===== config.mk =====
export PLATFORM = sky130hd
export DESIGN_NAME = mw_eeprom_slave
export DESIGN_NICKNAME = d
export VERILOG_FILES = /design/src/rtl/mw_pkg.sv /design/src/rtl/mw_sync_edge.sv /design/src/rtl/mw_frame_dec.sv /design/src/rtl/mw_prog_timer.sv /design/src/rtl/mw_regfile.sv /design/src/rtl/mw_eeprom_slave.sv
export SDC_FILE = /design/constraint.sdc
export NUM_CORES = 2
export LEC_CHECK = 0
export BUFFER_PORTS_ARGS = -buffer_cell sky130_fd_sc_hd__buf_2
export CORE_MARGIN = 2
export CORE_UTILIZATION = 40
export DETAILED_ROUTE_END_ITERATION = 10
export SYNTH_ARGS = -nofsm -noshare
export SYNTH_HDL_FRONTEND = slang
export SYNTH_SLANG_ARGS = --single-unit

===== constraint.sdc =====
create_clock -name clk_i -period 2.75 [get_ports clk_i]
set_input_delay 0.4125 -clock clk_i [delete_from_list [all_inputs] [get_ports clk_i]]
set_output_delay 0.4125 -clock clk_i [all_outputs]
set_load 0.03 [all_outputs]

===== src/rtl/mw_pkg.sv =====
package mw_pkg;

  typedef enum logic [2:0] {
    CMD_NONE, CMD_READ, CMD_WRITE, CMD_ERASE,
    CMD_WEN, CMD_WDS, CMD_WRALL, CMD_ERALL
  } cmd_e;

  typedef enum logic [2:0] {
    SEQ_IDLE, SEQ_HDR, SEQ_DATA, SEQ_RD, SEQ_DONE, SEQ_OVER
  } seq_e;

  function automatic cmd_e decode_cmd(input logic [1:0] op, input logic [1:0] ext);
    cmd_e c;
    unique case (op)
      2'b10: c = CMD_READ;
      2'b01: c = CMD_WRITE;
      2'b11: c = CMD_ERASE;
      default: begin
        unique case (ext)
          2'b11:   c = CMD_WEN;
          2'b00:   c = CMD_WDS;
          2'b01:   c = CMD_WRALL;
          default: c = CMD_ERALL;
        endcase
      end
    endcase
    return c;
  endfunction

endpackage


===== src/rtl/mw_sync_edge.sv =====
module mw_sync_edge #(
  parameter int N = 3
) (
  input  logic         clk_i,
  input  logic         rst_ni,
  input  logic [N-1:0] raw_i,
  output logic [N-1:0] lvl_o,
  output logic [N-1:0] rise_o
);
  for (genvar g = 0; g < N; g++) begin : g_bit
    logic s1_q, s2_q, s3_q;
    always_ff @(posedge clk_i or negedge rst_ni) begin
      if (!rst_ni) begin
        s1_q <= 1'b0;
        s2_q <= 1'b0;
        s3_q <= 1'b0;
      end else begin
        s1_q <= raw_i[g];
        s2_q <= s1_q;
        s3_q <= s2_q;
      end
    end
    assign lvl_o[g]  = s2_q;
    assign rise_o[g] = s2_q & ~s3_q;
  end
endmodule


===== src/rtl/mw_frame_dec.sv =====
module mw_frame_dec
  import mw_pkg::*;
#(
  parameter int AW = 6,
  parameter int DW = 16
) (
  input  logic          clk_i,
  input  logic          rst_ni,
  input  logic          cs_i,
  input  logic          sk_rise_i,
  input  logic          di_i,
  input  logic          busy_i,
  input  logic [DW-1:0] rd_word_i,
  output logic [AW-1:0] rd_addr_o,
  output logic          start_o,
  output logic          exec_o,
  output cmd_e          cmd_o,
  output logic [AW-1:0] addr_o,
  output logic [DW-1:0] data_o,
  output logic          rd_act_o,
  output logic          rd_bit_o
);
  localparam int HW   = AW + 2;
  localparam int MAXB = (DW > HW) ? DW : HW;
  localparam int CW   = $clog2(MAXB);

  seq_e          state_q;
  logic [CW-1:0] cnt_q;
  logic [HW-1:0] hdr_q;
  logic [DW-1:0] data_q;
  logic [DW:0]   rd_sr_q;
  logic          start_q, exec_q;
  cmd_e          cmd_q;
  logic [AW-1:0] addr_q;

  logic [HW-1:0] hdr_nx;
  cmd_e          cmd_nx;
  assign hdr_nx    = {hdr_q[HW-2:0], di_i};
  assign cmd_nx    = decode_cmd(hdr_nx[HW-1:HW-2], hdr_nx[AW-1:AW-2]);
  assign rd_addr_o = hdr_nx[AW-1:0];

  always_ff @(posedge clk_i or negedge rst_ni) begin
    if (!rst_ni) begin
      state_q <= SEQ_IDLE;
      cnt_q   <= '0;
      hdr_q   <= '0;
      data_q  <= '0;
      rd_sr_q <= '0;
      start_q <= 1'b0;
      exec_q  <= 1'b0;
      cmd_q   <= CMD_NONE;
      addr_q  <= '0;
    end else begin
      start_q <= 1'b0;
      exec_q  <= 1'b0;
      if (!cs_i) begin
        // frame ends: act only on a frame that stopped exactly at its last bit
        if (state_q == SEQ_DONE) exec_q <= 1'b1;
        state_q <= SEQ_IDLE;
        cnt_q   <= '0;
        rd_sr_q <= '0;
      end else if (sk_rise_i) begin
        unique case (state_q)
          SEQ_IDLE: if (di_i && !busy_i) begin
            start_q <= 1'b1;
            state_q <= SEQ_HDR;
            cnt_q   <= '0;
          end
          SEQ_HDR: begin
            hdr_q <= hdr_nx;
            cnt_q <= cnt_q + 1'b1;
            if (cnt_q == CW'(HW - 1)) begin
              cmd_q  <= cmd_nx;
              addr_q <= hdr_nx[AW-1:0];
              cnt_q  <= '0;
              if (cmd_nx == CMD_READ) begin
                state_q <= SEQ_RD;
                rd_sr_q <= {1'b0, rd_word_i};
              end else if (cmd_nx == CMD_WRITE || cmd_nx == CMD_WRALL) begin
                state_q <= SEQ_DATA;
              end else begin
                state_q <= SEQ_DONE;
              end
            end
          end
          SEQ_DATA: begin
            data_q <= {data_q[DW-2:0], di_i};
            cnt_q  <= cnt_q + 1'b1;
            if (cnt_q == CW'(DW - 1)) state_q <= SEQ_DONE;
          end
          SEQ_RD:   rd_sr_q <= {rd_sr_q[DW-1:0], 1'b0};
          SEQ_DONE: state_q <= SEQ_OVER;
          default:  state_q <= SEQ_OVER;
        endcase
      end
    end
  end

  assign start_o  = start_q;
  assign exec_o   = exec_q;
  assign cmd_o    = cmd_q;
  assign addr_o   = addr_q;
  assign data_o   = data_q;
  assign rd_act_o = (state_q == SEQ_RD);
  assign rd_bit_o = rd_sr_q[DW];


  dummy_zero_chk: assert property (@(posedge clk_i) disable iff (!rst_ni)
    $rose(rd_act_o) |-> !rd_bit_o);

  exec_after_done_chk: assert property (@(posedge clk_i) disable iff (!rst_ni)
    exec_o |-> $past(state_q == SEQ_DONE));
endmodule


===== src/rtl/mw_prog_timer.sv =====
module mw_prog_timer #(
  parameter int PROG_CYCLES = 200
) (
  input  logic clk_i,
  input  logic rst_ni,
  input  logic start_i,
  output logic busy_o
);
  localparam int TW = $clog2(PROG_CYCLES + 1);
  logic [TW-1:0] cnt_q;

  always_ff @(posedge clk_i or negedge rst_ni) begin
    if (!rst_ni)              cnt_q <= '0;
    else if (start_i)         cnt_q <= TW'(PROG_CYCLES);
    else if (cnt_q != '0)     cnt_q <= cnt_q - 1'b1;
  end
  assign busy_o = (cnt_q != '0);


  no_restart_chk: assert property (@(posedge clk_i) disable iff (!rst_ni)
    start_i |-> !busy_o);

  busy_after_start_chk: assert property (@(posedge clk_i) disable iff (!rst_ni)
    start_i |=> busy_o);
endmodule


===== src/rtl/mw_regfile.sv =====
module mw_regfile #(
  parameter int AW = 6,
  parameter int DW = 16
) (
  input  logic          clk_i,
  input  logic          rst_ni,
  input  logic          we_one_i,
  input  logic          we_all_i,
  input  logic [AW-1:0] waddr_i,
  input  logic [DW-1:0] wdata_i,
  input  logic [AW-1:0] raddr_i,
  output logic [DW-1:0] rdata_o
);
  localparam int DEPTH = 1 << AW;
  logic [DW-1:0] mem_q [DEPTH];

  for (genvar w = 0; w < DEPTH; w++) begin : g_word
    always_ff @(posedge clk_i or negedge rst_ni) begin
      if (!rst_ni)                                   mem_q[w] <= '0;
      else if (we_all_i)                             mem_q[w] <= wdata_i;
      else if (we_one_i && waddr_i == AW'(w))        mem_q[w] <= wdata_i;
    end
  end
  assign rdata_o = mem_q[raddr_i];
endmodule


===== src/rtl/mw_eeprom_slave.sv =====
module mw_eeprom_slave
  import mw_pkg::*;
#(
  parameter int AW          = 6,
  parameter int DW          = 16,
  parameter int PROG_CYCLES = 200
) (
  input  logic clk_i,
  input  logic rst_ni,
  input  logic cs_i,
  input  logic sk_i,
  input  logic di_i,
  output logic do_o,
  output logic do_oe_o
);
  logic [2:0] lvl, rise;
  logic       cs_s, sk_rise, di_s;

  mw_sync_edge #(.N(3)) i_sync (
    .clk_i, .rst_ni,
    .raw_i  ({di_i, sk_i, cs_i}),
    .lvl_o  (lvl),
    .rise_o (rise)
  );
  assign cs_s    = lvl[0];
  assign sk_rise = rise[1];
  assign di_s    = lvl[2];

  logic          busy, start, exec, rd_act, rd_bit;
  cmd_e          cmd;
  logic [AW-1:0] addr, rd_addr;
  logic [DW-1:0] data, rd_word;

  mw_frame_dec #(.AW(AW), .DW(DW)) i_dec (
    .clk_i, .rst_ni,
    .cs_i      (cs_s),
    .sk_rise_i (sk_rise),
    .di_i      (di_s),
    .busy_i    (busy),
    .rd_word_i (rd_word),
    .rd_addr_o (rd_addr),
    .start_o   (start),
    .exec_o    (exec),
    .cmd_o     (cmd),
    .addr_o    (addr),
    .data_o    (data),
    .rd_act_o  (rd_act),
    .rd_bit_o  (rd_bit)
  );

  logic wen_q, status_q, do_q, oe_q;
  logic is_prog, prog_go, we_one, we_all, erase;

  assign is_prog = (cmd == CMD_WRITE) || (cmd == CMD_ERASE) ||
                   (cmd == CMD_WRALL) || (cmd == CMD_ERALL);
  assign prog_go = exec && wen_q && is_prog;
  assign erase   = (cmd == CMD_ERASE) || (cmd == CMD_ERALL);
  assign we_one  = prog_go && (cmd == CMD_WRITE || cmd == CMD_ERASE);
  assign we_all  = prog_go && (cmd == CMD_WRALL || cmd == CMD_ERALL);

  mw_prog_timer #(.PROG_CYCLES(PROG_CYCLES)) i_timer (
    .clk_i, .rst_ni,
    .start_i (prog_go),
    .busy_o  (busy)
  );

  mw_regfile #(.AW(AW), .DW(DW)) i_mem (
    .clk_i, .rst_ni,
    .we_one_i (we_one),
    .we_all_i (we_all),
    .waddr_i  (addr),
    .wdata_i  (erase ? {DW{1'b1}} : data),
    .raddr_i  (rd_addr),
    .rdata_o  (rd_word)
  );

  always_ff @(posedge clk_i or negedge rst_ni) begin
    if (!rst_ni) begin
      wen_q    <= 1'b0;
      status_q <= 1'b0;
      do_q     <= 1'b0;
      oe_q     <= 1'b0;
    end else begin
      if (exec && cmd == CMD_WEN) wen_q <= 1'b1;
      if (exec && cmd == CMD_WDS) wen_q <= 1'b0;
      if (prog_go)    status_q <= 1'b1;
      else if (start) status_q <= 1'b0;
      oe_q <= cs_s && (status_q || rd_act);
      do_q <= status_q ? ~busy : rd_bit;
    end
  end

  assign do_o    = do_q;
  assign do_oe_o = oe_q;


  oe_follows_cs_chk: assert property (@(posedge clk_i) disable iff (!rst_ni)
    !cs_s |=> !do_oe_o);

  prog_needs_wen_chk: assert property (@(posedge clk_i) disable iff (!rst_ni)
    $rose(busy) |-> wen_q);
endmodule


* Word level (Yosys, flattened, before mapping)
Index checks and enable logic that the tools add are counted.
Storage, ports and cells: bits in registers 1101, input port bits 5, output and inout port bits 2, logic and storage cells 505
Cells by class: add/sub/neg operators 2, $lt $le $gt $ge 1, equality and inequality tests 91, mux-type cells 165, bitwise gates (word level) 4, reduce and logical (&&, ||, !) cells 157
Operator list (count):
- 2-to-1 mux 16 bit | 131
- equality test 6 bit (second input constant) | 32
- nonzero test 2 bit | 67
- binary-select mux 16 bit (select 6 bit) | 1
- equality test 6 x 5 -> 1 bit (second input constant) | 16
- logical AND 1 bit | 72
- 2-to-1 mux 17 bit | 4
- equality test 6 x 4 -> 1 bit (second input constant) | 8
- case mux 17 bit (2 select lines) | 1
- equality test 6 x 3 -> 1 bit (second input constant) | 4
- 2-to-1 mux 3 bit | 7
- equality test 3 bit (second input constant) | 6
- 2-to-1 mux 4 bit | 4
- 2-to-1 mux 8 bit | 2
- equality test 3 x 2 -> 1 bit (second input constant) | 5
- != test 3 x 2 -> 1 bit (second input constant) | 5
- equality test 6 x 2 -> 1 bit (second input constant) | 2
- case mux 3 bit (4 select lines) | 1
- case mux 4 bit (3 select lines) | 1
- 2-to-1 mux 1 bit | 11
- case mux 3 bit (3 select lines) | 1
- AND reduction 3 bit | 3
- AND reduction 4 bit | 2
- nonzero test 8 bit | 1
- other kinds (22) | 33

* Depth between registers and ports, before layout
depth after elaboration 11, mapped depth 9, mapped depth without buffers 7

* Cells and area by module
From an unflattened synthesis, not the netlist that was laid out.
Unflattened totals: cells, all modules 3270, area total of the unflattened synthesis 50255.7 µm²
By module, submodules not included:
- mw_regfile | instances 1, cells an instance 2930, area an instance 46517.1 µm², sequential area each 25624.6 µm²
- mw_frame_dec | instances 1, cells an instance 243, area an instance 2695.1 µm², sequential area each 1451.4 µm²
- mw_prog_timer | instances 1, cells an instance 48, area an instance 473.0 µm², sequential area each 200.2 µm²
- mw_sync_edge | instances 1, cells an instance 15, area an instance 289.0 µm², sequential area each 225.2 µm²
- mw_eeprom_slave | instances 1, cells an instance 34, area an instance 281.5 µm², sequential area each 100.1 µm²

* Worst setup path before layout
Ideal clock, no wire load.
path kind register to register, from register i_dec.hdr_q[1], to register i_dec.rd_sr_q[5], library setup time 0.134 ns, arrival time 1.922 ns, data required time 2.616 ns, setup slack 0.693 ns, cell stages (with the launch flop) 9, buffers on the path 3, clock period less this slack 2.057 ns, cell sequence dfrtp_1 buf_2 buf_2 buf_1 mux4_2 a22oi_1 o31ai_1 nor4_1 o211ai_1
Between the ends: longest elaborated chain between the ends 9
RTL lines:
- start, declared | line mw_frame_dec.sv:29 | logic [HW-1:0] hdr_q;
- start signal, assigned | line mw_frame_dec.sv:70 | hdr_q <= hdr_nx;
- NOT 6 -> 7 bit (not written as such) | line mw_regfile.sv:24 | assign rdata_o = mem_q[raddr_i];
- binary-select mux 16 bit (select 6 bit) | line mw_regfile.sv:24
- 2-to-1 mux 16 bit (not written as such) (2 in series) | line mw_regfile.sv:24
- 2-to-1 mux 17 bit | line mw_frame_dec.sv:76 | if (cmd_nx == CMD_READ) begin
- 2-to-1 mux 17 bit | line mw_frame_dec.sv:72 | if (cnt_q == CW'(HW - 1)) begin
- case mux 17 bit (2 select lines) | line mw_frame_dec.sv:63 | unique case (state_q)
- 2-to-1 mux 17 bit | line mw_frame_dec.sv:62 | end else if (sk_rise_i) begin
- 2-to-1 mux 17 bit | line mw_frame_dec.sv:56 | if (!cs_i) begin
- end signal, assigned | line mw_frame_dec.sv:78 | rd_sr_q <= {1'b0, rd_word_i};
- end signal, assigned | line mw_frame_dec.sv:91 | SEQ_RD: rd_sr_q <= {rd_sr_q[DW-1:0], 1'b0};
- end, declared | line mw_frame_dec.sv:31 | logic [DW:0] rd_sr_q;
No other way between the ends. The select of a mux whose other input is x is not followed. A chain may end at the register's enable or synchronous reset.

* Final worst setup path
from register i_sync.g_bit[2].s2_q, to register i_dec.rd_sr_q[10]
Between the ends: longest elaborated chain between the ends 9
RTL lines:
- start, declared | line mw_sync_edge.sv:11 | logic s1_q, s2_q, s3_q;
- start signal, assigned | line mw_sync_edge.sv:19 | s2_q <= s1_q;
- NOT 6 -> 7 bit (not written as such) | line mw_regfile.sv:24
- binary-select mux 16 bit (select 6 bit) | line mw_regfile.sv:24
- 2-to-1 mux 16 bit (not written as such) (2 in series) | line mw_regfile.sv:24
- 2-to-1 mux 17 bit | line mw_frame_dec.sv:76
- 2-to-1 mux 17 bit | line mw_frame_dec.sv:72
- case mux 17 bit (2 select lines) | line mw_frame_dec.sv:63
- 2-to-1 mux 17 bit | line mw_frame_dec.sv:62
- 2-to-1 mux 17 bit | line mw_frame_dec.sv:56
No other way between the ends. The select of a mux whose other input is x is not followed.

==> impl_metrics.ini <==
[outcome]
status = finished with violations
violations = negative setup slack

[sta]
fmax_ghz = 0.363
tightest_slew_ns = 1.32
period_minus_slack_ns = 2.75
finClkSkew_ns = 0.0240
whs_ns = 0.225
final_max_slew_viol_count = 0
finalHoldViolations = 0
relSlewSlack_pct = 12.3
rsz0062_at_grt = no
fin_ws_ns = -0.00329
period_share_pct = 100
setup_violations = 1

[worst_setup_path]
critPathLaunchType = flip-flop
end_kind = flip-flop
worstPathRequired_ns = 3.32
cp.arrival_ns = 3.32
path_max_fanout = 21
critPathKind = flip-flop to flip-flop

[floorplan]
num_rows = 128
die_h_um = 354
io_pins = 7
start_util_pct = 40.3
die_w_um = 354
coreArea_um2 = 122000
die_area_um2 = 125000

[yosys]
synth.avg_cell_area_um2 = 10.8
synth_top_area_share_pct = 56.2
synth_top_area_cell = dfrtp_1
synth.distinct_cells = 64
synth_area_leaders = dfrtp_1 (56%), a21oi_1 (10%), nor2_1 (8.2%)
syn_inst = 4557
synth-edff-count = 0
yosysWarnings = 0
synth_compound_area_share_pct = 16.4
synth_top_family_by_area = compound AO/OA/AOI/OAI gates
synthAdderAreaFrac_pct = 0.128
synthXorXnorAreaFrac_pct = 0.0893
syn_area_um2 = 49000
muxShareOfSynthArea_pct = 12.4
async_flop_share_pct = 100
synth_flop_cell = dfrtp_1
syn-num-nets = 4567
synthSimpleGateAreaFrac_pct = 10.5
ys_ff_latch = 1101
yosysSeqAreaShare_pct = 56.2

[worst_hold_path]
hold_class = input pin to asynchronous set/reset pin

[placed_design]
dpl_cell_area_um2 = 52700
dp_hpwl_mm = 85.6
dp.cells = 6064
io_buffers = 6
gp_congestion = 0.849

[cells_and_area]
nets = 4572
syn2layout_area_growth_pct = 15.8
finalNonFillerCells = 6273
drive_gt1_share_pct = 21.5
fin_util_pct = 46.6
fin_area_um2 = 56800
antenna_cells = 0
num-fill-cells = 11100

[grt]
grt_pass1_vias = 34700
overflow = 0
grt_max_degree = 103
antenna_found_initial = 0
grt_pass1_wl_mm = 213
grt_usage_pct = 21.8

[routing]
avgRoutedWirePerCell_um = 21.5
detail-route-antenna-nets = 0
drcViolationCount = 0
first_iter_violations = 2593
via_per_inst = 5.48
num_vias = 34400
drt_wl_total_mm = 135
drtPass1Iterations = 6

[cts]
cts_max_path_buffers = 3
clkLatencyLatePin_ns = 0.72
cts_made_buffers = 112
root_buffer = clkbuf_16
clock_sinks = 1101
cts_tree = built
cts.clk_slew.worst_paths_ns = 0.06
htreeDepth = 3

[power_and_ir_drop]
peakVddDrop_mv = 0.492
power.leakage_nw = 26.0
powerDensity_nw_per_um2 = 638

[flow_run]
cap_violations = 0
## cell usage after synthesis, types with 8 or more instances
cell / number
dfrtp_1: 1101
nor2_1: 1073
a21oi_1: 980
clkbuf_1: 190
buf_2: 185
mux4_2: 176
mux2_2: 155
o22ai_1: 94
o21ai_0: 54
a21oi_2: 51
nand2_1: 44
a211oi_1: 37
mux2i_1: 37
nor2b_1: 31
nor3_1: 27
buf_4: 26
nand3_1: 23
o31ai_1: 23
o31ai_4: 23
nor4_1: 21
o31ai_2: 21
a22oi_1: 17
o211ai_1: 16
buf_6: 15
inv_1: 14
o2111ai_1: 12
o21ai_1: 12
buf_1: 11
nand2b_1: 11
o221ai_1: 8
## worst max-delay path, cell delays in order (launching register included)
cell,delay (ns)
dfrtp_4,0.60
buf_12,0.25
mux4_2,0.53
a22oi_1,0.36
o31ai_2,0.21
nor4_4,0.50
o211ai_1,0.13
## repair_timing
item	in CTS	in global routing
hold buffers	4	0
endpoints found under the setup margin	10	16
pin swaps	3	5
buffers inserted	5	1
endpoints found under the hold margin	29	0
resized for setup	16	16
cloned	0	0
## flip-flops by register name, indices dropped and copies added (netlist names)
register and count:
i_dec.cmd_o 3, do_o 1, i_dec.rd_sr_q 17, wen_q 1, i_dec.state_q 3, i_sync.g_bit.s3_q 1
i_dec.cnt_q 4, i_sync.g_bit.s1_q 3, i_dec.data_o 16, status_q 1, i_timer.cnt_q 8, i_sync.g_bit.s2_q 3
i_mem.mem_q 1024, i_dec.addr_o 6, do_oe_o 1, i_dec.start_o 1, i_dec.hdr_q 7, i_dec.exec_o 1
## final cells by class
type                    count  area, µm²  share of cell area [%]
flip-flops and latches   1101      27600                    48.5
multi-input cells        3012      20100                    35.3
repair buffers            319       3310                    5.83
clock buffers             157       3210                    5.66
well taps                1625       2030                    3.58
clock inverters            43        536                   0.943
inverters                  16       60.1                   0.106
## per-layer routing
| metal | vias up | track usage, % | share of wire (%) |
|---|---|---|---|
| met4 | 0 | 6.03 | 2.6 |
| met1 | 17400 | 30.4 | 45 |
| met5 | - | 0 | 0 |
| li1 | 16000 | - | - |
| met2 | 711 | 35.1 | 48 |
| met3 | 191 | 3.63 | 4.6 |
## stage by stage
step	setup TNS [ns]	worst slack [ns]	power, mW
after floorplan	0	0.693	18.4
after global placement	-3.34	-0.601	20.8
final	-0.00329	-0.00329	36.2
after global routing	0	0.0137	37.4
after detailed placement	-3.19	-0.581	20.8
after CTS	0	0.00176	36.5
## kinds of logic after synthesis
group / after synthesis
buffers and inverters: 444
DFF: 1101
adders and majority gates: 5
xor gates and xnor gates: 5
muxes: 368
and+or+nand+nor: 1268
AOI/OAI and AO/OA: 1366
## placed cells by master, fill, tap and decap left out, types with 8 or more instances in the layout
cell,instances
clkinv_2,21
o221ai_1,8
nor2_1,1057
nor2b_1,31
o31ai_1,12
nor3_1,26
mux4_2,176
o2111ai_1,12
mux2i_1,37
dfrtp_1,1097
a21oi_2,51
o211ai_1,16
a211oi_1,35
clkbuf_8,24
nand2_1,42
clkbuf_1,21
bufinv_16,10
o21ai_2,12
o21ai_0,54
nand3_1,22
mux2_2,155
nor4_1,11
clkbuf_16,112
buf_12,71
buf_4,236
a21oi_1,980
nor4_4,8
o31ai_4,52
o22ai_1,91
a22oi_1,14
inv_1,14
nand2b_1,9
nor2_4,16
## where the power goes
group	internal [mW]	switching, mW	total [mW]
clock network	9.07	6.58	15.7
logic	1.71	2.57	4.28
registers	16.2	0.0814	16.3
## final timing paths
check	start	depth (start not counted)	slack [ns]	endpoint
max	i_sync.g_bit[2].s2_q	6	-0.003	i_dec.rd_sr_q[10]
min	rst_ni	2	0.23	i_mem.mem_q[296]
min reg2reg	i_sync.g_bit[0].s1_q	0	0.36	i_sync.g_bit[0].s2_q
min in group clk_i	di_i	2	0.35	i_sync.g_bit[2].s1_q
max reg2reg	i_sync.g_bit[2].s2_q	6	-0.003	i_dec.rd_sr_q[10]
max in group asynchronous	rst_ni	3	1.50	i_mem.mem_q[642]
Power figures use the tool's default switching activity.
